===== config.mk =====
export PLATFORM = sky130hd
export DESIGN_NAME = cmd_list_walker
export DESIGN_NICKNAME = d
export VERILOG_FILES = /design/src/rtl/cmd_list_walker_pkg.sv /design/src/rtl/cmd_walk_cost.sv /design/src/rtl/cmd_walk_loop_guard.sv /design/src/rtl/cmd_list_walker.sv
export SDC_FILE = /design/constraint.sdc
export NUM_CORES = 1
export LEC_CHECK = 0
export BUFFER_PORTS_ARGS = -buffer_cell sky130_fd_sc_hd__buf_2
export CORE_ASPECT_RATIO = 1.25
export CORE_MARGIN = 2
export CORE_UTILIZATION = 35
export DETAILED_ROUTE_END_ITERATION = 8
export PLACE_DENSITY_LB_ADDON = 0.2
export SYNTH_ARGS = -nofsm -noshare
export SYNTH_HDL_FRONTEND = slang
export SYNTH_HIERARCHICAL = 1
export SYNTH_SLANG_ARGS = --single-unit
export TNS_END_PERCENT = 10

===== constraint.sdc =====
create_clock -name clk_i -period 7.76 [get_ports clk_i]
set_clock_uncertainty 0.15 [all_clocks]
set_input_delay 0.776 -clock clk_i [delete_from_list [all_inputs] [get_ports clk_i]]
set_output_delay 0.776 -clock clk_i [all_outputs]
set_load 0.01 [all_outputs]

===== src/rtl/cmd_list_walker_pkg.sv =====
package cmd_list_walker_pkg;
  typedef enum logic [2:0] {
    ST_IDLE,
    ST_CHECK,
    ST_HDR,
    ST_PRD,
    ST_POUT,
    ST_LINK,
    ST_MARK
  } walk_state_e;
endpackage


===== src/rtl/cmd_walk_cost.sv =====
module cmd_walk_cost #(
  parameter int CYC_W     = 32,
  parameter int LEN_W     = 8,
  parameter int NODE_COST = 10,
  parameter int PAY_COST  = 5
) (
  input  logic             clk_i,
  input  logic             rst_ni,
  input  logic             clr_i,
  input  logic             add_i,
  input  logic [LEN_W-1:0] len_i,
  output logic [CYC_W-1:0] total_o
);
  logic [CYC_W-1:0] total_q;
  logic [CYC_W-1:0] inc;

  assign inc = CYC_W'(NODE_COST) +
               ((len_i != '0) ? (CYC_W'(PAY_COST) + CYC_W'(len_i)) : '0);

  always_ff @(posedge clk_i or negedge rst_ni) begin
    if (!rst_ni)    total_q <= '0;
    else if (clr_i) total_q <= '0;
    else if (add_i) total_q <= total_q + inc;
  end

  assign total_o = total_q;
endmodule


===== src/rtl/cmd_walk_loop_guard.sv =====
module cmd_walk_loop_guard #(
  parameter int LOOP_THRESH = 8192
) (
  input  logic clk_i,
  input  logic rst_ni,
  input  logic clr_i,
  input  logic step_i,
  output logic mark_o
);
  localparam int CNT_W = $clog2(LOOP_THRESH + 2) + 1;
  localparam logic [CNT_W-1:0] SAT = CNT_W'(LOOP_THRESH + 1);

  // saturates one past the threshold: index of current node, clamped
  logic [CNT_W-1:0] cnt_q;

  always_ff @(posedge clk_i or negedge rst_ni) begin
    if (!rst_ni)                    cnt_q <= '0;
    else if (clr_i)                 cnt_q <= '0;
    else if (step_i && cnt_q != SAT) cnt_q <= cnt_q + 1'b1;
  end

  assign mark_o = (cnt_q == SAT);
endmodule


===== src/rtl/cmd_list_walker.sv =====
module cmd_list_walker
  import cmd_list_walker_pkg::*;
#(
  parameter int LINK_W      = 24,
  parameter int MEM_AW      = 21,
  parameter int DATA_W      = 32,
  parameter int LEN_W       = 8,
  parameter int LOOP_THRESH = 8192,
  parameter int CYC_W       = 32
) (
  input  logic                clk_i,
  input  logic                rst_ni,
  input  logic                start_i,
  input  logic [LINK_W-1:0]   start_addr_i,
  output logic                busy_o,
  output logic                done_o,
  output logic [CYC_W-1:0]    cycles_o,
  output logic                mem_req_o,
  output logic                mem_we_o,
  output logic [MEM_AW-3:0]   mem_addr_o,
  output logic [DATA_W-1:0]   mem_wdata_o,
  input  logic                mem_rvalid_i,
  input  logic [DATA_W-1:0]   mem_rdata_i,
  output logic                cmd_valid_o,
  input  logic                cmd_ready_i,
  output logic [DATA_W-1:0]   cmd_data_o
);
  localparam int WORD_AW = MEM_AW - 2;
  localparam int END_BIT = LINK_W - 1;

  walk_state_e        state_q;
  logic               end_q;
  logic [WORD_AW-1:0] idx_q;
  logic [WORD_AW-1:0] hdr_idx_q;
  logic [WORD_AW-1:0] ptr_q;
  logic [LEN_W-1:0]   rem_q;
  logic [DATA_W-1:0]  hdr_q;
  logic [DATA_W-1:0]  data_q;
  logic               done_q;

  logic [LEN_W-1:0]   hdr_len;
  logic [DATA_W-1:0]  end_mask;
  logic               launch;
  logic               cost_add;
  logic               mark_now;
  logic               unused_addr_bits;

  assign hdr_len  = mem_rdata_i[DATA_W-1 -: LEN_W];
  assign end_mask = DATA_W'(1) << END_BIT;
  assign launch   = (state_q == ST_IDLE) && start_i;
  assign cost_add = (state_q == ST_HDR) && mem_rvalid_i;
  assign unused_addr_bits = ^{start_addr_i[1:0], start_addr_i[LINK_W-2:MEM_AW]};

  cmd_walk_cost #(
    .CYC_W (CYC_W),
    .LEN_W (LEN_W)
  ) u_cost (
    .clk_i   (clk_i),
    .rst_ni  (rst_ni),
    .clr_i   (launch),
    .add_i   (cost_add),
    .len_i   (hdr_len),
    .total_o (cycles_o)
  );

  cmd_walk_loop_guard #(
    .LOOP_THRESH (LOOP_THRESH)
  ) u_guard (
    .clk_i  (clk_i),
    .rst_ni (rst_ni),
    .clr_i  (launch),
    .step_i (state_q == ST_LINK),
    .mark_o (mark_now)
  );

  always_ff @(posedge clk_i or negedge rst_ni) begin
    if (!rst_ni) begin
      state_q   <= ST_IDLE;
      end_q     <= 1'b0;
      idx_q     <= '0;
      hdr_idx_q <= '0;
      ptr_q     <= '0;
      rem_q     <= '0;
      hdr_q     <= '0;
      data_q    <= '0;
      done_q    <= 1'b0;
    end else begin
      done_q <= 1'b0;
      unique case (state_q)
        ST_IDLE: if (start_i) begin
          end_q   <= start_addr_i[END_BIT];
          idx_q   <= start_addr_i[MEM_AW-1:2];
          state_q <= ST_CHECK;
        end
        ST_CHECK: begin
          if (end_q) begin
            done_q  <= 1'b1;
            state_q <= ST_IDLE;
          end else begin
            hdr_idx_q <= idx_q;
            state_q   <= ST_HDR;
          end
        end
        ST_HDR: if (mem_rvalid_i) begin
          hdr_q   <= mem_rdata_i;
          end_q   <= mem_rdata_i[END_BIT];
          idx_q   <= mem_rdata_i[MEM_AW-1:2];
          rem_q   <= hdr_len;
          ptr_q   <= hdr_idx_q + 1'b1;
          state_q <= (hdr_len != '0) ? ST_PRD : ST_LINK;
        end
        ST_PRD: if (mem_rvalid_i) begin
          data_q  <= mem_rdata_i;
          state_q <= ST_POUT;
        end
        ST_POUT: if (cmd_ready_i) begin
          ptr_q   <= ptr_q + 1'b1;
          rem_q   <= rem_q - 1'b1;
          state_q <= (rem_q == LEN_W'(1)) ? ST_LINK : ST_PRD;
        end
        ST_LINK: state_q <= mark_now ? ST_MARK : ST_CHECK;
        ST_MARK: if (mem_rvalid_i) state_q <= ST_CHECK;
        default: state_q <= ST_IDLE;
      endcase
    end
  end

  always_comb begin
    mem_req_o   = (state_q == ST_HDR) || (state_q == ST_PRD) || (state_q == ST_MARK);
    mem_we_o    = (state_q == ST_MARK);
    mem_addr_o  = (state_q == ST_PRD) ? ptr_q : hdr_idx_q;
    mem_wdata_o = hdr_q | end_mask;
    cmd_valid_o = (state_q == ST_POUT);
    cmd_data_o  = data_q;
    busy_o      = (state_q != ST_IDLE);
    done_o      = done_q;
  end
endmodule


==> After elaboration in Yosys (flattened, before gate mapping) <==
Cells that the tools add are included.
{ "word_totals": {"register_bits": 181, "input_bits": 61, "out_inout_bits": 120} }
{ "classes": {"add_sub_neg": 7, "n_eq_ne": 14, "muxes": 30, "bitwise": 1, "n_reduce_logical": 18} }
{ "ops": {"columns": ["operator", "n"], "rows": [
  ["$mux W32", 3],
  ["$mux W19", 5],
  ["$pmux W19 S2", 2],
  ["$add A19 B1 Y19 const B", 2],
  ["$add A32 B32 Y32", 1],
  ["$add A4 B32 Y32 const A", 1],
  ["$mux W15", 2],
  ["$mux W3", 8],
  ["$pmux W3 S7", 1],
  ["$mux W8", 2],
  ["$pmux W8 S2", 1],
  ["$add A15 B1 Y15 const B", 1],
  ["$eq A15 B14 Y1 const B", 1],
  ["$ne A15 B14 Y1 const B", 1],
  ["$add A3 B8 Y9 const A", 1],
  ["$eq A3 B3 Y1 const B", 3],
  ["$eq A8 B1 Y1 const B", 1],
  ["$reduce_bool A2 Y1", 4],
  ["$reduce_bool A8 Y1", 1],
  ["$sub A8 B1 Y8 const B", 1],
  ["$eq A3 B2 Y1 const B", 2],
  ["$ne A2 B2 Y1 const B", 3],
  ["$reduce_and A2 Y1", 3],
  ["$reduce_and A3 Y1", 2],
  ["11 further kinds", 18]
]} }

==> Longest topological paths before layout <==
Gate-level depths: netlist of run 1.
{ "logic_depth": {"word_depth": 6, "mapped_depth": 16, "ltp_nobuf": 14} }

==> By module <==
Netlist of run 1, hierarchy kept.
{ "by_module_without_submodules": {"columns": ["mod", "n_inst", "cells_each", "area_per_inst_um2"], "rows": [
  ["cmd_list_walker", 1, 686, 6703.9],
  ["cmd_walk_cost", 1, 260, 2347.3],
  ["cmd_walk_loop_guard", 1, 84, 828.3]
]} }

==> Worst setup path before layout of run 1 <==
No wires, ideal clock.
{ "synth_path": {"path_kind": "input-to-reg", "startpoint": "input port mem_rdata_i[24]", "endpoint": "register u_cost.total_q[17], in the netlist u_cost/total_o[17]", "setup_ps": 78, "arrival_ps": 3443, "required_ps": 7532, "slack_ps": 4089, "cell_stages": 15, "n_path_buf": 2, "cell_sequence": "inv_1 -> ha_1 -> nor4b_1 -> and2_1 -> nor2_1 -> ha_1 -> ha_1 -> fa_1 -> a211oi_2 -> o21ai_2 -> a221oi_2 -> buf_2 -> buf_2 -> o21ai_0 -> a21oi_1"} }
{ "synth_via": {"elab_chain_len": 6} }
{ "synth_lines": {"columns": ["item", "line_no", "text"], "rows": [
  ["from (decl)", "cmd_list_walker.sv:23", "input logic [DATA_W-1:0] mem_rdata_i,"],
  ["$add A3 B8 Y9 or $reduce_bool A8 Y1 (tied branches)", "cmd_walk_cost.sv:18", "((len_i != '0) ? (CYC_W'(PAY_COST) + CYC_W'(len_i)) : '0);"],
  ["$mux W32 *", "cmd_walk_cost.sv:18", null],
  ["$add A4 B32 Y32 *", "cmd_walk_cost.sv:17", "assign inc = CYC_W'(NODE_COST) +"],
  ["$add A32 B32 Y32 *", "cmd_walk_cost.sv:23", "else if (add_i) total_q <= total_q + inc;"],
  ["$mux W32 *", "cmd_walk_cost.sv:23", null],
  ["$mux W32 *", "cmd_walk_cost.sv:22", "else if (clr_i) total_q <= '0;"],
  ["to (signal assigned)", "cmd_walk_cost.sv:23", null],
  ["to (decl)", "cmd_walk_cost.sv:14", "logic [CYC_W-1:0] total_q;"]
]} }
Mark *: on every way between the ends. The rest lies on a longest branch, timed or not. The select of a mux whose other input is x is not followed.
A chain may end at the register's enable or synchronous reset.

==> Final worst setup path of run 1 <==
{ "layout_path": {"startpoint": "register state_q[0]", "endpoint": "output port cmd_valid_o"} }
{ "layout_via": {"elab_chain_len": 1} }
{ "layout_lines": {"columns": ["item", "line_no", "text"], "rows": [
  ["from (decl)", "cmd_list_walker.sv:31", "walk_state_e state_q;"],
  ["from (signal assigned)", "cmd_list_walker.sv:110", "state_q <= (hdr_len != '0) ? ST_PRD : ST_LINK;"],
  ["from (signal assigned)", "cmd_list_walker.sv:119", "state_q <= (rem_q == LEN_W'(1)) ? ST_LINK : ST_PRD;"],
  ["from (signal assigned)", "cmd_list_walker.sv:121", "ST_LINK: state_q <= mark_now ? ST_MARK : ST_CHECK;"],
  ["$eq A3 B3 Y1", "cmd_list_walker.sv:133", "cmd_valid_o = (state_q == ST_POUT);"],
  ["to (decl)", "cmd_list_walker.sv:24", "output logic cmd_valid_o,"]
]} }
No other way between the ends.

==> impl_metrics.toml, run 1 <==
[routing]
antenna_left = 0
routed_wirelength_um = 26590
number_of_detailed_routing_iterations_run_before_antenna_repair = 5
detailed_route_wire_length_per_cell_um = 17.23
detail_route.iter0.violations = 506
vias_per_cell = 5.250
drc_violation_count_after_routing = 0
dr_total_vias = 8101

[layout]
area_grow_syn2layout_pct = 18.16
fin_nets = 1266
layout.filler_cells = 2772
multi_input_comb_area_sq_mm = 0.005051
final_area_sq_mm = 0.01167
layout.area.seq_sq_mm = 0.004504
fraction_of_layout_instances_using_a_drive_strength_above_1_pct = 27.27

[floorplanning]
start_util_pct = 35.62
io_pins = 181
floorplan.die.height_um = 191.8
design.core.area_sq_mm = 0.02774
die_area_sq_mm = 0.02960
fp-row-count = 68
die_width_um = 154.3

[yosys]
synth_cell_types = 74
post_synth_instance_area_sq_mm = 0.009879
synth_largest_area_cell = "dfrtp_1"
post_synth.cell_area_avg_sq_um = 9.592
asyncSetResetFlopFracSynth_pct = 100.0
yosys.cell_count.top_type = "dfrtp_1"
synthesis.instances = 1030
yosys-top-cells-count = "180 x dfrtp_1, 176 x nand2_1, 78 x nor2_1"
number_of_flops_mapped_to_enable_cells_by_yosys = 0
synth_fp_nets = 1117
netlist.area_leader.share_pct = 45.59
synth_warnings = 6
ys_ff_latch = 180
synth.yosys.seq_area_share_pct = 45.59
synth_flop_cell = "dfrtp_1"
synthTopCellsByArea = "dfrtp_1 46%, mux2_2 8.5%, nand2_1 6.7%"

[clock_tree]
cts.hold.buffers_added = 0
cts_buffer_depth = 2
cts_resized = 0
clock_sink_count = 180
clock_pin_slew_reported_for_the_worst_setup_and_hold_paths_after_clock_tree_synthesis_ps = 70
cts.htree.levels = 4
tritoncts_clock_tree = "done"
post_cts_buffers = 0
root_buffer = "clkbuf_16"
worst_skew_pair_later_pin_latency_ps = 430
cts-buffers-inserted = 17

[run_status]
run_status = "complete, no violations"

[hold_path]
timing.hold.worst.class = "input pin to asynchronous set/reset pin"

[place]
port_buffers = 175
pre_cts_slack_ps = 3779
post_dp_cell_area_sq_mm = 0.01106
gp_congestion = 0.8207
dp_hpwl_um = 18180

[worst_setup_path]
r2r_start = "state_q[0]"
worstSetupEndpointType = "output pin"
worst_setup_path_start_kind = "flip-flop"
startpoint = "state_q[0]"
crit_type = "flip-flop to output pin"
rrSetupSlack_ps = 4200
crit_end = "cmd_valid_o"
timing.critical_path.arrival_ps = 2850
path_cells = "or3b_1 -> buf_4 -> clkinv_2 -> buf_2"
required_time_of_the_worst_setup_path_ps = 6830
cp_slowest_cell = "clkinv_2"
worst_r2r_endpoint = "ptr_q[18]"
path_max_fanout = 50
reg2regPathDepth = 8
max_stage_delay_ps = 710

[sta]
setup_viol = 0
achievable-frequency_ghz = 0.2650
setup-tns-final_ps = 0
slew_headroom_pct = 22.92
layout_setup_ws_ps = 3987
finalMaxSlewViolations = 0
worst_hold_slack_ps = 245.5
report.final.hold_viol_count = 0
min_period_ps = 3773
grt_setup_unrepaired = "false"
timing_worst_slew_pin_value_ps = 1153
layout_worst_path_cycle_share_pct = 48.62

[global_routing]
first_global_vias = 7997
grtUsageTotal_pct = 18.24
grt_start_max_net_pins = 84
grt_remaining_overflow = 0
grt_antenna_before_repair = 0
grt_first_pass_wirelength_um = 43230

[power]
power_density_mw_per_mm2 = 350.8
power.total_mw = 4.095
ir_worst_vdd_uv = 153.0
power.leakage_nw = 5.483

[run]
drv_cap = 0
## cells by family after synthesis
kind of cell	Yosys count	share of synthesized area [%]
multiplexers	116	12.96
AO/OA/AOI/OAI	203	12.85
buffers and inverters	81	3.559
other	1	0.03796
flip-flops	180	45.59
adder cells (fa/ha/maj)	26	3.369
AND/OR/NAND/NOR	402	19.77
XOR/XNOR	21	1.862
## metrics by stage
step                      instances  util [%]
after floorplan                1030         -
after global placement         1510     39.86
after detailed placement       1510     39.86
after CTS                      1542     42.08
after global routing           1542     42.08
final                          1543     42.09
## worst max-delay path, delay by kind of cell (launching register included)
family,cells,cell delay [ps]
AND/OR/NAND/NOR,1,180
buffers and inverters,3,1550
flip-flops,1,660
## layout make-up
| type | instances | area share (%) |
|---|---|---|
| Antenna cell | 1 | 0.02144 |
| Clock buffer | 18 | 3.762 |
| Tap cell | 350 | 3.751 |
| Inverter | 24 | 0.7824 |
| Sequential cell | 180 | 38.59 |
| Multi-Input combinational cell | 769 | 43.27 |
| Clock inverter | 14 | 1.501 |
| Timing Repair Buffer | 187 | 8.328 |
## flip-flops by register name, indices dropped and copies added, names as in the netlist
| name | cells |
|---|---|
| cmd_data_o | 32 |
| u_cost/total_o | 32 |
| hdr_q | 31 |
| hdr_idx_q | 19 |
| idx_q | 19 |
| ptr_q | 19 |
| u_guard/cnt_q | 15 |
| rem_q | 8 |
| state_q | 3 |
| done_o | 1 |
| end_q | 1 |
## power by group
part           switching [mW]  total (mW)  internal (mW)
sequential              0.322        1.61           1.29
clock                   0.391       0.910          0.519
combinational           0.886        1.58          0.692
total                    1.60        4.10           2.50
## layer usage
metal | share of wire, % | global-route usage (%) | vias to the layer above
li1 | - | - | 3952
met1 | 47 | 24.75 | 3952
met2 | 47 | 29.77 | 175
met3 | 4.5 | 3.723 | 22
met4 | 1.3 | 5.057 | 0
met5 | 0 | 0 | -
## how the worst min path moves through the flow
stage	end	slack, ps	depth (start not counted)
6_report	u_cost/total_o[31]	250	1
5_1_grt	u_cost/total_o[23]	320	1
4_1_cts	u_cost/total_o[22]	290	1
3_5_place_dp	hdr_q[4]	310	2
3_3_place_gp	hdr_q[7]	300	2
2_1_floorplan	idx_q[0]	290	2
## layout by cell type, fill, tap and decap left out, drive strengths merged, types with 4 or more instances in the layout
master  instances
buf           187
dfrtp         180
nand2         176
nor2           79
mux2           79
o21ai          72
a21oi          53
mux2i          36
nand3          31
inv            26
ha             25
nor3           20
clkbuf         18
nand4          16
nor2b          15
xnor2          13
o31ai          13
or3            12
o211ai         11
a211oi         11
nor4           10
xor2            8
and3            7
a31oi           7
a21o            6
clkinv          6
and4            5
or4             5
nor4b           5
and3b           4
nand3b          4
a21boi          4
and2            4
a22oi           4
No activity file was read; power rests on OpenSTA's default activity.
==> run 2, diff against run 1 <==
Clock period 7.76 ns to 3.04 ns, I/O delays scaled along.
==> run 2 against run 1 <==
Compared with the run above:
- worst setup slack lost 3700 ps
- die area did not move
- global-route usage rose by 0.49 points
- combinational power rose to 2.7 times the previous value
- utilization is 2.3 points higher
- critical path depth up 10
- count of clock-buffer cells in the layout rose by 2
==> impl_metrics.toml, run 2 (synthesis gave the netlist of run 1 again) <==
[layout]
final_common_cell = "dfrtp_1"
final_core_util_pct = 44.35
fin_nets = 1333
area_grow_syn2layout_pct = 24.51
antenna_diode_count = 0
layout.cells.most_common_list = "180 x dfrtp_1, 175 x nand2_1, 174 x buf_2"
fraction_of_layout_instances_using_a_drive_strength_above_1_pct = 28.91

[worst_setup_path]
timing.critical_path.arrival_ps = 2960
worstSetupEndpointType = "flip-flop"
path_max_fanout = 11
critical_path.n_buffers_inverters = 3
worst_setup_path_start_kind = "input pin"
critPathTopFamily = "adder cells"
cp_common_cell = "ha_1"
max_stage_delay_ps = 330
cp_slowest_cell = "ha_1"
required_time_of_the_worst_setup_path_ps = 3210
crit_type = "input pin to flip-flop"
path_cells = "buf_2 -> inv_1 -> ha_1 -> nor4b_2 -> and2_1 -> nor2_1 -> ha_1 -> ha_1 -> a211oi_1 -> nor2_1 -> o21ai_0 -> buf_4 -> a21boi_0 -> mux2_2"

[routing]
detailed_route_wire_length_per_cell_um = 16.92
number_of_detailed_routing_iterations_run_before_antenna_repair = 5
vias_per_cell = 5.185
antenna_left = 0
routed_wirelength_um = 27220
drc_violation_count_after_routing = 0
detail_route.iter0.violations = 404
dr_total_vias = 8342

[run_status]
run_status = "complete, no violations"

[sta]
setup_viol = 0
finalMaxSlewViolations = 0
timing_worst_slew_pin_value_ps = 972.3
min_period_ps = 2795
layout_worst_path_cycle_share_pct = 91.95
grt_setup_unrepaired = "false"
report.final.hold_viol_count = 0
achievable-frequency_ghz = 0.3577
slew_headroom_pct = 35.18

[floorplanning]
io_pins = 181
die_area_sq_mm = 0.02960
floorplan.die.height_um = 191.8
design.core.area_sq_mm = 0.02774
start_util_pct = 35.62
die_width_um = 154.3
fp-row-count = 68

[clock_tree]
clock_sink_count = 180
worst_skew_pair_later_pin_latency_ps = 440
tritoncts_clock_tree = "done"
cts.hold.buffers_added = 27
root_buffer = "clkbuf_16"
post_cts_buffers = 0
cts-buffers-inserted = 17
cts_buffer_depth = 2
clock_pin_slew_reported_for_the_worst_setup_and_hold_paths_after_clock_tree_synthesis_ps = 70
cts.htree.levels = 4
cts_resized = 0

[power]
power.net_switching_mw = 4.129
power_density_mw_per_mm2 = 878.3
p_clk_share_pct = 22.6
power.leakage_nw = 5.806
comb_power_share_pct = 39.6
sequentialPowerShare_pct = 37.7
internal-power_mw = 6.674
power.share.switching_pct = 38.22
ir_worst_vdd_uv = 449.5
power.total_mw = 10.80

[place]
port_buffers = 175
gp_congestion = 0.8135
dp_hpwl_um = 19150

[global_routing]
first_global_vias = 8350
grt_first_pass_wirelength_um = 44190
grt_antenna_before_repair = 0
grt_remaining_overflow = 0
grtUsageTotal_pct = 18.73
grt_start_max_net_pins = 66

[hold_path]
timing.hold.worst.class = "input pin to flip-flop"

[run]
drv_cap = 0
run 2: changes by cell type in the layout (fill, tap and decap cells not counted), sizes merged:
cell,delta
clkbuf,+2
clkinv,-3
clkinvlp,+1
bufinv,+2
diode,-1
dlygate4sd3,+27
buf,+40
inv,-2
run 2: metrics by stage:
step	setup slack (ps)	setup TNS (ps)	area, sq um	hold slack, ps	cells
2_1_floorplan	5.862	0	9897	-141.6	1030
3_3_place_gp	-166.9	-3211	11390	147.2	1550
3_5_place_dp	-181.1	-3578	11390	153.9	1550
4_1_cts	230.2	0	12300	1.229	1609
5_1_grt	34.22	0	12300	19.54	1609
6_report	244.6	0	12300	13.99	1609
run 2: area by class of cell:
cell class                 count  area [sq um]
timing repair buffer         254          1568
clock inverter                12         202.7
multi-input combinational    769          5060
clock buffer                  20         436.7
sequential                   180          4504
fill                        2733         15440
tap                          350         437.9
inverter                      24         91.34
run 2: tightest hold or removal path, stage by stage:
cell     delay (ps)
buf_2            70
mux2i_1          50
o21ai_0         130
run 2: per-layer routing:
layer	vias to the layer above	GRT usage, %	wire [um]
met4	0	5.627	335
met3	21	4.016	1132
met5	-	0	0
met2	155	30.80	13100
met1	4078	24.92	12650
li1	4088	-	-
run 2: final timing paths:
check | from | end | slack, ps | cells past startpoint
min in group asynchronous | rst_ni | u_cost/total_o[31] | 230 | 2
setup reg to reg | state_q[2] | ptr_q[15] | 330 | 7
hold / removal | start_addr_i[4] | idx_q[2] | 10 | 3
max in group asynchronous | rst_ni | u_guard/cnt_q[5] | 1630 | 3
hold reg to reg | hdr_q[3] | hdr_q[3] | 320 | 2
setup / recovery | mem_rdata_i[25] | u_cost/total_o[14] | 240 | 14
run 2: power by group through the flow:
stage	combinational [mW]	sequential, mW	clock [mW]
4_1_cts	4.34	4.07	2.50
2_1_floorplan	2.65	4.06	0
6_report	4.28	4.08	2.45
5_1_grt	4.81	4.21	2.59
3_3_place_gp	4.22	4.09	0
3_5_place_dp	4.30	4.10	0
==> run 3, diff against run 2 <==
Settings changed: ABC_AREA set to 1, CTS_CLUSTER_SIZE set to 25, PLACE_DENSITY set to 0.62, PLACE_DENSITY_LB_ADDON 0.2 to unset.
==> run 3 against run 2 <==
Compared with the run above:
- total power is 2.1% higher
- non-clock buffer count is 25 lower
- wire length is 7.9% higher
- combinational power is 13% higher
- sequential share of layout area is 1.0 points lower
- fmax is 0.30% lower
- via count is 17% higher
- die area is 5.8% higher
- synthesized area is 5.9% higher
- critical path type is now flip-flop to output pin
- critical endpoint is now mem_addr_o[18]
==> impl_metrics.toml, run 3 <==
[routing]
number_of_detailed_routing_iterations_run_before_antenna_repair = 5
highest-signal-layer = "met4"
detailroute.wirelength.met3_um = 1576
m1WireLength_um = 13340
drc_violation_count_after_routing = 0
dr_total_vias = 9779
detailed_route_wire_length_per_cell_um = 14.40
detail_route.iter0.violations = 533
routed_wirelength_um = 29370
antenna_left = 0
vias_per_cell = 4.794
detailroute.wirelength.met2_um = 13670

[yosys]
yosys-top-cells-count = "453 x nand2_1, 180 x dfrtp_1, 172 x inv_1"
synth-xor-area-share_pct = 1.506
synthMuxAreaShare_pct = 0
number_of_flops_mapped_to_enable_cells_by_yosys = 0
synth_compound_gate_area_share_pct = 11.89
post_synth.cell_area_avg_sq_um = 7.299
asyncSetResetFlopFracSynth_pct = 100.0
post_synth_instance_area_sq_mm = 0.01047
synth_warnings = 6
synth.yosys.seq_area_share_pct = 43.04
synthTopCellsByArea = "dfrtp_1 43%, nand2_1 16%, o21ai_0 7.6%"
synth_largest_area_cell = "dfrtp_1"
ys_ff_latch = 180
synthesis.instances = 1434
yosys.cell_count.top_type = "nand2_1"
synthSimpleGateAreaFrac_pct = 30.97
synth_flop_cell = "dfrtp_1"
synth_fp_nets = 1521
largest_family_of_logic_cells_by_synthesized_area = "simple AND/OR/NAND/NOR gates"
synth_cell_types = 47
synth_fa_ha_area_share_pct = 3.180
netlist.area_leader.share_pct = 43.04

[sta]
achievable-frequency_ghz = 0.3567
setup_viol = 0
layout_worst_path_cycle_share_pct = 92.23
finalMaxSlewViolations = 0
timing_worst_slew_pin_value_ps = 818.9
min_period_ps = 2804
slew_headroom_pct = 45.35
report.final.hold_viol_count = 0
setup-tns-final_ps = 0
grt_setup_unrepaired = "false"

[layout]
fraction_of_layout_instances_using_a_drive_strength_above_1_pct = 18.80
fin_nets = 1718
final_core_util_pct = 43.14
layout.filler_cells = 2976
antenna_diode_count = 0
layout.cells.most_common_list = "452 x nand2_1, 180 x dfrtp_1, 174 x buf_2"
final_common_cell = "nand2_1"
area_grow_syn2layout_pct = 20.93

[power]
ir_worst_vdd_uv = 511.8
power_density_mw_per_mm2 = 871.3
power.total_mw = 11.03
power.leakage_nw = 6.606

[hold_path]
whs_endpoint = "cmd_data_o[23]"
worstHoldPathCells = 3
min_from = "mem_rdata_i[23]"
timing.hold.worst.class = "input pin to flip-flop"

[floorplanning]
die_width_um = 158.7
start_util_pct = 35.67
floorplan.die.height_um = 197.3
fp-row-count = 70
design.core.area_sq_mm = 0.02934
die_area_sq_mm = 0.03131
io_pins = 181

[worst_setup_path]
worstSetupEndpointType = "output pin"
required_time_of_the_worst_setup_path_ps = 2590
worst_setup_path_start_kind = "flip-flop"
reg2regPathDepth = 11
rrSetupSlack_ps = 310
r2r_start = "state_q[0]"
timing.critical_path.arrival_ps = 2350
path_max_fanout = 18
worst_r2r_endpoint = "u_cost/total_o[10]"
crit_type = "flip-flop to output pin"

[global_routing]
grt_antenna_before_repair = 0
grtUsageTotal_pct = 19.32
grt_first_pass_wirelength_um = 48040
grt_start_max_net_pins = 65
grt_remaining_overflow = 0
first_global_vias = 9525

[clock_tree]
cts.htree.levels = 4
root_buffer = "clkbuf_16"
clock_pin_slew_reported_for_the_worst_setup_and_hold_paths_after_clock_tree_synthesis_ps = 70
clock_sink_count = 180
worst_skew_pair_later_pin_latency_ps = 440
tritoncts_clock_tree = "done"
cts-buffers-inserted = 17
post_cts_buffers = 0
cts_buffer_depth = 2

[place]
dp_hpwl_um = 21840
port_buffers = 175
gp_congestion = 0.8792

[run_status]
run_status = "complete, no violations"

[run]
drv_cap = 0
-- run 3: cell count changes in the layout (fill, tap and decap cells not counted), sizes merged, moves of 11 or more --
| cell | before | now |
|---|---|---|
| nand2 | 176 | 474 |
| inv | 24 | 193 |
| o21ai | 72 | 175 |
| mux2 | 79 | 0 |
| nand3 | 31 | 85 |
| nor2 | 79 | 133 |
| mux2i | 36 | 0 |
| a21oi | 53 | 22 |
| buf | 227 | 202 |
| nor2b | 15 | 0 |
| o31ai | 13 | 0 |
| or3 | 12 | 0 |
| a211oi | 11 | 0 |
-- run 3: worst max-delay path by stage --
stage / startpoint / to / slack (ps)
6_report: state_q[2] / mem_addr_o[18] / 240
5_1_grt: state_q[0] / u_cost/total_o[10] / 150
4_1_cts: state_q[2] / mem_addr_o[17] / 240
3_5_place_dp: mem_rdata_i[25] / u_cost/total_o[10] / -9
3_3_place_gp: mem_rdata_i[25] / u_cost/total_o[21] / 50
2_1_floorplan: mem_rdata_i[24] / u_cost/total_o[10] / 410
-- run 3: where the power goes --
group | leakage (nW) | internal [mW] | switching (mW) | total [mW]
logic | 4.00 | 1.70 | 3.15 | 4.85
clock network | 0.286 | 1.20 | 1.07 | 2.27
registers | 2.32 | 3.29 | 0.619 | 3.91
-- run 3: layout make-up --
| type | count | area (sq um) | share of cell area, % |
|---|---|---|---|
| Multi-Input combinational cell | 1017 | 4990 | 39.42 |
| Clock inverter | 14 | 160.2 | 1.265 |
| Clock buffer | 18 | 439.2 | 3.470 |
| Sequential cell | 180 | 4504 | 35.59 |
| Inverter | 186 | 700.7 | 5.536 |
| Timing Repair Buffer | 229 | 1368 | 10.80 |
| Tap cell | 396 | 495.5 | 3.915 |
-- run 3: critical path, stage by stage, from the launching register on --
cell and delay, ps:
dfrtp_1 460, buf_4 260, nor3_4 220, clkinv_1 270, o21ai_0 470, buf_2 220
-- run 3: metal layers --
metal	vias to the layer above	track usage, %
li1	4958	-
met1	4535	25.63
met2	242	31.04
met3	44	4.015
met4	0	7.074
met5	-	0
-- run 3: timing repair --
| action | in CTS | in global routing |
|---|---|---|
| hold endpoints to repair | 71 | 0 |
| hold buffers | 26 | 0 |
| gates resized for setup | 0 | 0 |
-- run 3: cell families (layout without fill, tap and decap cells) --
group / Yosys count / in the layout
simple gates: 743 / 743
buf+inv: 237 / 447
compound gates: 229 / 229
flops: 180 / 180
fa+ha+maj: 26 / 26
xor+xnor: 18 / 18
other cells: 1 / 1
-- run 3: stage by stage --
step                hold slack (ps)  setup slack [ps]  cell area, sq um  std cells
floorplan                    -141.6             409.5             10470       1434
finish                        17.08             236.2             12660       2040
global placement              123.5             47.97             11800       1982
detailed placement            124.8            -8.965             11800       1982
global route                  13.51             147.7             12660       2040
CTS                          0.2482             237.9             12660       2040
